--- config.mk ---
export PLATFORM = sky130hd
export DESIGN_NAME = md_unit
export DESIGN_NICKNAME = d
export VERILOG_FILES = /design/src/rtl/md_pkg.sv /design/src/rtl/md_mult.sv /design/src/rtl/md_div.sv /design/src/rtl/md_unit.sv
export SDC_FILE = /design/constraint.sdc
export NUM_CORES = 2
export LEC_CHECK = 0
export BUFFER_PORTS_ARGS = -buffer_cell sky130_fd_sc_hd__buf_2
export CORE_MARGIN = 1
export CORE_UTILIZATION = 50
export DETAILED_ROUTE_END_ITERATION = 8
export GPL_ROUTABILITY_DRIVEN = 0
export PLACE_DENSITY_LB_ADDON = 0.3
export SYNTH_ARGS = -nofsm -noshare
export SYNTH_HDL_FRONTEND = slang
export SYNTH_SLANG_ARGS = --single-unit
--- constraint.sdc ---
create_clock -name clk -period 11.5 [get_ports clk]
set_clock_uncertainty 0.1 [all_clocks]
set_input_delay 0.575 -clock clk [delete_from_list [all_inputs] [get_ports clk]]
set_output_delay 0.575 -clock clk [all_outputs]
set_load 0.01 [all_outputs]
--- src/rtl/md_pkg.sv ---
`timescale 1ns/1ps
package md_pkg;

    typedef enum logic [2:0] {
        OP_MUL    = 3'd0,
        OP_MULH   = 3'd1,
        OP_MULHSU = 3'd2,
        OP_MULHU  = 3'd3,
        OP_DIV    = 3'd4,
        OP_DIVU   = 3'd5,
        OP_REM    = 3'd6,
        OP_REMU   = 3'd7
    } md_op_e;

    typedef enum logic [1:0] {
        ST_IDLE  = 2'd0,
        ST_QUICK = 2'd1,
        ST_DIV   = 2'd2
    } md_state_e;

    typedef struct packed {
        logic a_sgn;
        logic b_sgn;
        logic is_div;
        logic want_rem;
        logic want_high;
    } md_ctl_t;

    function automatic md_ctl_t md_decode(input md_op_e code);
        md_ctl_t c;
        c.a_sgn     = (code == OP_MULH) || (code == OP_MULHSU) ||
                      (code == OP_DIV)  || (code == OP_REM);
        c.b_sgn     = (code == OP_MULH) || (code == OP_DIV) || (code == OP_REM);
        c.is_div    = code[2];
        c.want_rem  = code[2] & code[1];
        c.want_high = ~code[2] & (code[1] | code[0]);
        return c;
    endfunction

endpackage

--- src/rtl/md_mult.sv ---
`timescale 1ns/1ps
module md_mult #(
    parameter int W = 32
) (
    input  logic [W-1:0]   a,
    input  logic [W-1:0]   b,
    input  md_pkg::md_ctl_t ctl,
    output logic [W-1:0]   prod_sel
);
    localparam int PW = 2 * W;

    logic [PW-1:0] ax, bx, prod;

    // Each operand extended on its own, so one array serves all four forms.
    assign ax   = {{W{ctl.a_sgn & a[W-1]}}, a};
    assign bx   = {{W{ctl.b_sgn & b[W-1]}}, b};
    assign prod = ax * bx;

    assign prod_sel = ctl.want_high ? prod[PW-1:W] : prod[W-1:0];

endmodule

--- src/rtl/md_div.sv ---
`timescale 1ns/1ps
module md_div #(
    parameter int W = 32
) (
    input  logic         clk,
    input  logic         rst,
    input  logic         load,
    input  logic [W-1:0] dvd_mag,
    input  logic [W-1:0] dvs_mag,
    output logic [W-1:0] quo,
    output logic [W-1:0] rem,
    output logic         fin
);
    localparam int CW = $clog2(W) + 1;

    logic [W-1:0]  quo_r, rem_r, dvs_r;
    logic [CW-1:0] cnt;
    logic          active;

    logic [W:0]    shifted;
    logic          take;
    logic [W-1:0]  sub_lo;

    // One restoring step: shift in next dividend bit, try a subtract.
    assign shifted = {rem_r, quo_r[W-1]};
    assign take    = shifted >= {1'b0, dvs_r};
    assign sub_lo  = shifted[W-1:0] - dvs_r;

    always_ff @(posedge clk) begin
        if (rst) begin
            quo_r  <= '0;
            rem_r  <= '0;
            dvs_r  <= '0;
            cnt    <= '0;
            active <= 1'b0;
            fin    <= 1'b0;
        end else begin
            fin <= 1'b0;
            if (load) begin
                quo_r  <= dvd_mag;
                rem_r  <= '0;
                dvs_r  <= dvs_mag;
                cnt    <= '0;
                active <= 1'b1;
            end else if (active) begin
                rem_r <= take ? sub_lo : shifted[W-1:0];
                quo_r <= {quo_r[W-2:0], take};
                cnt   <= cnt + 1'b1;
                if (cnt == CW'(W - 1)) begin
                    active <= 1'b0;
                    fin    <= 1'b1;
                end
            end
        end
    end

    assign quo = quo_r;
    assign rem = rem_r;

    p_load_starts_r9: assert property (@(posedge clk) disable iff (rst)
        load |=> active);
    p_fin_stops_r9: assert property (@(posedge clk) disable iff (rst)
        fin |-> !active);
    p_fin_single_r9: assert property (@(posedge clk) disable iff (rst)
        fin |=> !fin);

endmodule

--- src/rtl/md_unit.sv ---
`timescale 1ns/1ps
module md_unit #(
    parameter int W = 32
) (
    input  logic         clk,
    input  logic         rst,
    input  logic         start,
    input  logic [2:0]   op,
    input  logic [W-1:0] src_a,
    input  logic [W-1:0] src_b,
    output logic         busy,
    output logic         done,
    output logic [W-1:0] result
);
    import md_pkg::*;

    localparam logic [W-1:0] MOST_NEG = {1'b1, {(W-1){1'b0}}};
    localparam logic [W-1:0] ALL_ONES = '1;

    md_state_e    st;
    md_ctl_t      ctl_in, ctl_q;
    logic [W-1:0] a_q, b_q;
    logic         neg_quo_q, neg_rem_q;
    logic [W-1:0] result_q;
    logic         done_q;

    logic         accept, a_neg, b_neg, zero_dvs, ovf, slow_div;
    logic [W-1:0] a_mag, b_mag;
    logic [W-1:0] mul_out, quick_res, div_quo, div_rem, slow_res;
    logic         div_fin;

    function automatic logic [W-1:0] negate(input logic [W-1:0] x);
        return (~x) + 1'b1;
    endfunction

    assign ctl_in   = md_decode(md_op_e'(op));
    assign accept   = start && (st == ST_IDLE);
    assign a_neg    = ctl_in.a_sgn & src_a[W-1];
    assign b_neg    = ctl_in.b_sgn & src_b[W-1];
    assign a_mag    = a_neg ? negate(src_a) : src_a;
    assign b_mag    = b_neg ? negate(src_b) : src_b;
    assign zero_dvs = (src_b == '0);
    assign ovf      = ctl_in.a_sgn && (src_a == MOST_NEG) && (src_b == ALL_ONES);
    assign slow_div = ctl_in.is_div && !zero_dvs && !ovf;

    md_mult #(.W(W)) i_mult (
        .a        (a_q),
        .b        (b_q),
        .ctl      (ctl_q),
        .prod_sel (mul_out)
    );

    md_div #(.W(W)) i_div (
        .clk     (clk),
        .rst     (rst),
        .load    (accept && slow_div),
        .dvd_mag (a_mag),
        .dvs_mag (b_mag),
        .quo     (div_quo),
        .rem     (div_rem),
        .fin     (div_fin)
    );

    // Single-step answers: products and the two fixed divide cases.
    always_comb begin
        if (!ctl_q.is_div)
            quick_res = mul_out;
        else if (b_q == '0)
            quick_res = ctl_q.want_rem ? a_q : ALL_ONES;
        else
            quick_res = ctl_q.want_rem ? '0 : a_q;
    end

    always_comb begin
        if (ctl_q.want_rem)
            slow_res = neg_rem_q ? negate(div_rem) : div_rem;
        else
            slow_res = neg_quo_q ? negate(div_quo) : div_quo;
    end

    always_ff @(posedge clk) begin
        if (rst) begin
            st        <= ST_IDLE;
            ctl_q     <= '0;
            a_q       <= '0;
            b_q       <= '0;
            neg_quo_q <= 1'b0;
            neg_rem_q <= 1'b0;
            result_q  <= '0;
            done_q    <= 1'b0;
        end else begin
            done_q <= 1'b0;
            unique case (st)
                ST_IDLE: begin
                    if (accept) begin
                        ctl_q     <= ctl_in;
                        a_q       <= src_a;
                        b_q       <= src_b;
                        neg_quo_q <= a_neg ^ b_neg;
                        neg_rem_q <= a_neg;
                        st        <= slow_div ? ST_DIV : ST_QUICK;
                    end
                end
                ST_QUICK: begin
                    result_q <= quick_res;
                    done_q   <= 1'b1;
                    st       <= ST_IDLE;
                end
                ST_DIV: begin
                    if (div_fin) begin
                        result_q <= slow_res;
                        done_q   <= 1'b1;
                        st       <= ST_IDLE;
                    end
                end
                default: st <= ST_IDLE;
            endcase
        end
    end

    assign busy   = (st != ST_IDLE);
    assign done   = done_q;
    assign result = result_q;

    p_quick_finish_r9: assert property (@(posedge clk) disable iff (rst)
        (st == ST_QUICK) |=> done);
    p_done_pulse_r9: assert property (@(posedge clk) disable iff (rst)
        done |=> !done);
    p_done_idle_r11: assert property (@(posedge clk) disable iff (rst)
        done |-> !busy);
    p_hold_result_r11: assert property (@(posedge clk) disable iff (rst)
        !done |-> $stable(result));
    p_busy_ignores_r10: assert property (@(posedge clk) disable iff (rst)
        busy |=> ($stable(a_q) && $stable(b_q) && $stable(ctl_q)));
    p_zero_quo_r7: assert property (@(posedge clk) disable iff (rst)
        (done && ctl_q.is_div && !ctl_q.want_rem && b_q == '0) |-> (result == ALL_ONES));
    p_ovf_rem_r8: assert property (@(posedge clk) disable iff (rst)
        (done && ctl_q.want_rem && ctl_q.a_sgn && a_q == MOST_NEG && b_q == ALL_ONES)
        |-> (result == '0));

endmodule

# == Word level (Yosys, flattened, before mapping) ==
# Cells that the tools add are included.
# totals
ff_bits,210
latchBits,0
ramBits,0
rom_bits,0
in_bits,70
output_inout_bits,34
elab_cells,100
mem_count,0
# classes
n_addsub,6
n_mul,1
div_mod_pow,0
magnitude_cmp,1
n_eq_ne,11
n_shift,0
muxes,25
bitwise_logic,14
reduce_logical,24
# op_table
op,n
$mux 32,14
$add 32x1->32 const B,4
$not 32->32,4
$eq 32x32->1 const B,2
$logic_not 32->1,2
$mul 33x33->64,1
$pmux 32 s2,1
$ge 33x32->1,1
$sub 32x32->32,1
$add 6x1->6 const B,1
$and 1x1->1,6
$eq 3x3->1 const B,2
$eq 6x5->1 const B,1
$logic_and 1x1->1,6
$mux 2,3
$reduce_and 2->1,3
$reduce_bool 2->1,3
$logic_or 1x1->1,5
$mux 1,5
$pmux 2 s2,1
$eq 3x1->1 const B,1
$eq 3x2->1 const B,1
$reduce_or 3->1,1
$eq 2x1->1 const B,1
10 further kinds,12

# == Logic depth before layout (Yosys ltp) ==
# logic_depth
word_depth,11
mapped_depth,31

# == Modules after synthesis ==
# From an unflattened synthesis, not the netlist that was laid out.
# hier_totals
hier_cells,6020
area_unflattened_um2,51891.0
# modules_own_cells
module,n_inst,cells_per_inst,area_per_inst_um2
md_mult,1,4227,38229.2
md_unit,1,1033,7578.5
md_div,1,760,6083.3

# == Least setup slack after synthesis ==
# No wires, ideal clock.
# synth_path
path_kind,flip-flop to flip-flop
start,register a_q[31]
end,"register result_q[28], in the netlist result[28]"
setup_ns,0.122
arrival_time_ns,8.138
slack_ns,3.141
stages_incl_launch_ff,31
n_path_buf,3
path_cell_list,dfxtp_1 -> clkbuf_1 -> and2_1 -> clkbuf_1 -> clkbuf_1 -> nand2_1 -> inv_1 -> fa_1 -> inv_1 -> fa_1 -> inv_1 -> fa_1 -> fa_1 -> inv_1 -> fa_1 -> inv_1 -> fa_1 -> inv_1 -> fa_1 -> fa_1 -> inv_1 -> ha_1 -> a21oi_1 -> o21bai_1 -> a21oi_1 -> nand3_1 -> a2111o_1 -> a221oi_1 -> mux2i_1 -> a221oi_1 -> nor2_1
# synth_between
elab_chain_cells,5
# synth_rtl
item,line_no,source
start: declaration,md_unit.sv:22,"logic [W-1:0] a_q, b_q;"
start signal: assignment,md_unit.sv:97,a_q <= src_a;
$and 1x1->1,md_mult.sv:15,"assign ax = {{W{ctl.a_sgn & a[W-1]}}, a};"
$mul 33x33->64 (*),md_mult.sv:17,assign prod = ax * bx;
$mux 32 (*),md_mult.sv:19,assign prod_sel = ctl.want_high ? prod[PW-1:W] : prod[W-1:0];
$mux 32 (*),md_unit.sv:66,if (!ctl_q.is_div)
$pmux 32 s2 (*),md_unit.sv:93,unique case (st)
end signal: assignment,md_unit.sv:105,result_q <= quick_res;
end signal: assignment,md_unit.sv:111,result_q <= slow_res;
end: declaration,md_unit.sv:24,logic [W-1:0] result_q;
# Mark *: on every way between the ends. The rest lies on a longest branch, timed or not.
# A chain may end at the register's enable or synchronous reset.

# == Worst setup path after layout ==
# layout_path
start,register a_q[18]
end,"register result_q[20], in the netlist result[20]"
# layout_between
elab_chain_cells,4
# layout_rtl
item,line_no
$mul 33x33->64,md_mult.sv:17
$mux 32,md_mult.sv:19
$mux 32,md_unit.sv:66
$pmux 32 s2,md_unit.sv:93
# No other way between the ends.

==> results.sh <==
export IMPL_yosys_warnings=0
export IMPL_crit_start="a_q[18]"
export IMPL_crit_path_max_incr_delay_ps=1230
export IMPL_drv_cap=1
export IMPL_slew_viol_final=0
export IMPL_crit_family="adder cells"
export IMPL_period_needed_ps=9550
export IMPL_postCtsSetupBuffers=0
export IMPL_antenna_found_initial=12
export IMPL_tightest_slew_ps=1440
export IMPL_ir_drop_mv=0.105
export IMPL_die_area_mm2=0.105
export IMPL_rows=118
export IMPL_seq_area_frac_synth_pct=8.07
export IMPL_power_frac_seq_pct=21.7
export IMPL_worst_setup_path_type="flip-flop to flip-flop"
export IMPL_cp_slowest_cell="a2111oi_0"
export IMPL_drtIter0Drc=4196
export IMPL_io_pins=104
export IMPL_root_buffer="clkbuf_16"
export IMPL_holdWs_ps=214
export IMPL_synthSimpleGateAreaFrac_pct=17.3
export IMPL_synthArstFlopShare_pct=0
export IMPL_final_cell_mix="inv_1 (1165), fa_1 (1126), nand2_1 (1005), and2_1 (368), ha_1 (253)"
export IMPL_port_buffers=103
export IMPL_dp_hpwl_um=123000
export IMPL_fin_ws_ps=1950
export IMPL_wl_per_cell_um=21.2
export IMPL_setup_viol_count_final=0
export IMPL_start_util_pct=50.4
export IMPL_cts_sinks=210
export IMPL_cp_num_cells=23
export IMPL_die_w_um=325
export IMPL_r2r_start="a_q[18]"
export IMPL_synth_top_family_by_area="adder cells"
export IMPL_end_kind="flip-flop"
export IMPL_synth_avg_cell_area_um2=8.52
export IMPL_p_per_area_mw_per_mm2=76.0
export IMPL_drive_above_1_share_pct=4.88
export IMPL_p_total_mw=4.13
export IMPL_clk_pin_slew_ps=70
export IMPL_layout_commonest_cell="inv_1"
export IMPL_syn_area_mm2=0.0521
export IMPL_grt_max_degree=78
export IMPL_clock_path_buffers=3
export IMPL_crit_end="result[20]"
export IMPL_synth_fa_ha_area_share_pct=49.4
export IMPL_status="finished with violations"
export IMPL_nNetsFinal=7398
export IMPL_clk_latency_ps=540
export IMPL_violations="max-capacitance violations"
export IMPL_synth_cell_types=88
export IMPL_cts_resized=0
export IMPL_die_y_um=325
export IMPL_p_int_mw=2.10
export IMPL_synth_mux_area_share_pct=0.908
export IMPL_worstHoldPathType="primary input to flip-flop"
export IMPL_fin_crit_sh_pct=83.1
export IMPL_route_detailed_drc=0
export IMPL_area_growth_pct=4.41
export IMPL_finalHoldViolations=0
export IMPL_grt_pass1_vias=44000
export IMPL_netlist_instances=6113
export IMPL_cts_tree="yes"
export IMPL_grt_total_usage_pct=30.2
export IMPL_core_area_mm2=0.103
export IMPL_critPathBufInv=6
export IMPL_clkPwrFrac_pct=19.2
export IMPL_setup_tns_ps=0
export IMPL_r2r_end="result[20]"
export IMPL_postRouteAntennaNets=0
export IMPL_wirelength_um=156000
export IMPL_place_ws_ps=2150
export IMPL_overflow=0
export IMPL_place_area_mm2=0.0536
export IMPL_synth_xor_area_share_pct=3.41
export IMPL_crit_path_max_fanout=20
export IMPL_slew_headroom_pct=1.68
export IMPL_pwr_share_comb_pct=59.1
export IMPL_synth_ff_type="dfxtp_1"
export IMPL_drt_first_pass_iters=8
export IMPL_cts_buffers_inserted=24
export IMPL_postLayoutCellArea_mm2=0.0544
export IMPL_worstPathArrival_ps=9880
export IMPL_r2r_setup_slack_ps=1950
export IMPL_switchingPower_mw=2.04
export IMPL_synth_edf_count=0
export IMPL_fmax_ghz=0.105
export IMPL_vias_per_cell=5.73
export IMPL_leakage_nw=25.5
export IMPL_path_cells="buf_4 -> nand2_1 -> fa_1 -> inv_1 -> fa_1 -> inv_1 -> fa_1 -> inv_1 -> fa_1 -> inv_1 -> fa_1 -> fa_1 -> fa_1 -> fa_1 -> inv_1 -> ha_1 -> nand4_1 -> or3_1 -> a2111oi_0 -> a211oi_1 -> o2111a_1 -> o31ai_1 -> a31oi_1"
export IMPL_swShare_pct=49.2
export IMPL_critical_path_required_ps=11830
export IMPL_synth_compound_area_share_pct=9.55
export IMPL_start_kind="flip-flop"
export IMPL_grt_pass1_wl_um=249000
export IMPL_cp_common_cell="fa_1"
export IMPL_ys_ff_latch=210
export IMPL_holdBufCountCts=0
export IMPL_worst_r2r_cell_count=23
export IMPL_cts_max_level=1
export IMPL_num_vias=42100
export IMPL_hp_start="src_a[20]"
export IMPL_rsz0062_at_grt="no"
export IMPL_syn_num_nets=7562
## cells in the mapped netlist, drive strengths merged, types with 43 or more instances
| cell | instances | share of area [%] |
|---|---|---|
| inv | 1165 | 8.4 |
| dfxtp | 210 | 8.1 |
| a21oi | 228 | 2.2 |
| mux2i | 45 | 0.86 |
| nor2 | 229 | 1.7 |
| clkbuf | 361 | 2.6 |
| nor3 | 50 | 0.49 |
| nand3 | 43 | 0.42 |
| xor2 | 95 | 1.6 |
| ha | 253 | 6.1 |
| and2 | 369 | 4.4 |
| fa | 1126 | 43 |
| a211oi | 87 | 1.3 |
| xnor2 | 105 | 1.8 |
| nand2 | 1007 | 7.3 |
| o21ai | 179 | 1.7 |
## final cells by class
| type | instances | area, µm² |
|---|---|---|
| well taps | 1380 | 1730 |
| fillers | 9760 | 48900 |
| flip-flops and latches | 210 | 4210 |
| clock buffers | 34 | 709 |
| repair buffers | 202 | 1260 |
| diodes | 11 | 27.5 |
| inverters | 1166 | 4380 |
| clock inverters | 10 | 83.8 |
| multi-input cells | 4345 | 42000 |
## cell families (layout without fill, tap and decap cells)
family / Yosys count / after routing
AO/OA/AOI/OAI: 782 / 782
XOR/XNOR: 201 / 201
adder cells (fa/ha/maj): 1381 / 1381
buffers and inverters: 1558 / 1412
flip-flops: 210 / 210
multiplexers: 47 / 47
other: 0 / 11
AND/OR/NAND/NOR: 1934 / 1934
## how the worst min path moves through the flow
| stage | to | slack (ps) | depth (start not counted) |
|---|---|---|---|
| global placement | result[24] | 330 | 2 |
| CTS | a_q[20] | 210 | 3 |
| global route | b_q[14] | 230 | 3 |
| detailed placement | b_q[20] | 350 | 2 |
| floorplan | i_div.dvs_r[31] | 330 | 2 |
| finish | a_q[20] | 210 | 3 |
## registers in the layout, indices dropped and copies added, names as in the netlist
name          flops
a_q              32
b_q              32
ctl_q             5
done              1
i_div.active      1
i_div.cnt         6
i_div.dvs_r      32
i_div.fin         1
i_div.quo        32
i_div.rem        32
neg_quo_q         1
neg_rem_q         1
result           32
st                2
## metal layers
metal / track usage, % / share of wire (%) / vias to the layer above
li1: - / - / 18400
met1: 39.7 / 39 / 21400
met2: 49.7 / 48 / 1977
met3: 5.73 / 9.4 / 401
met4: 11.3 / 4.4 / 4
met5: 0 / 0.013 / -
## tightest hold or removal path, stage by stage
cell and delay (ps):
buf_2 130, nand2_1 60, a21oi_1 50
## power by group through the flow
stage	Combinational (mW)	Sequential (mW)	Clock (mW)
detailed placement	2.38	0.908	0
global route	2.69	0.901	0.824
global placement	2.36	0.906	0
floorplan	1.68	0.836	0
CTS	2.41	0.892	0.795
finish	2.44	0.897	0.793
## stage by stage
step | instances | util [%]
after floorplan | 6113 | -
after global routing | 7354 | 52.6
final | 7358 | 52.6
after global placement | 7303 | 51.8
after CTS | 7347 | 52.6
after detailed placement | 7303 | 51.8
Note: power is estimated with default switching activity, not from simulation.
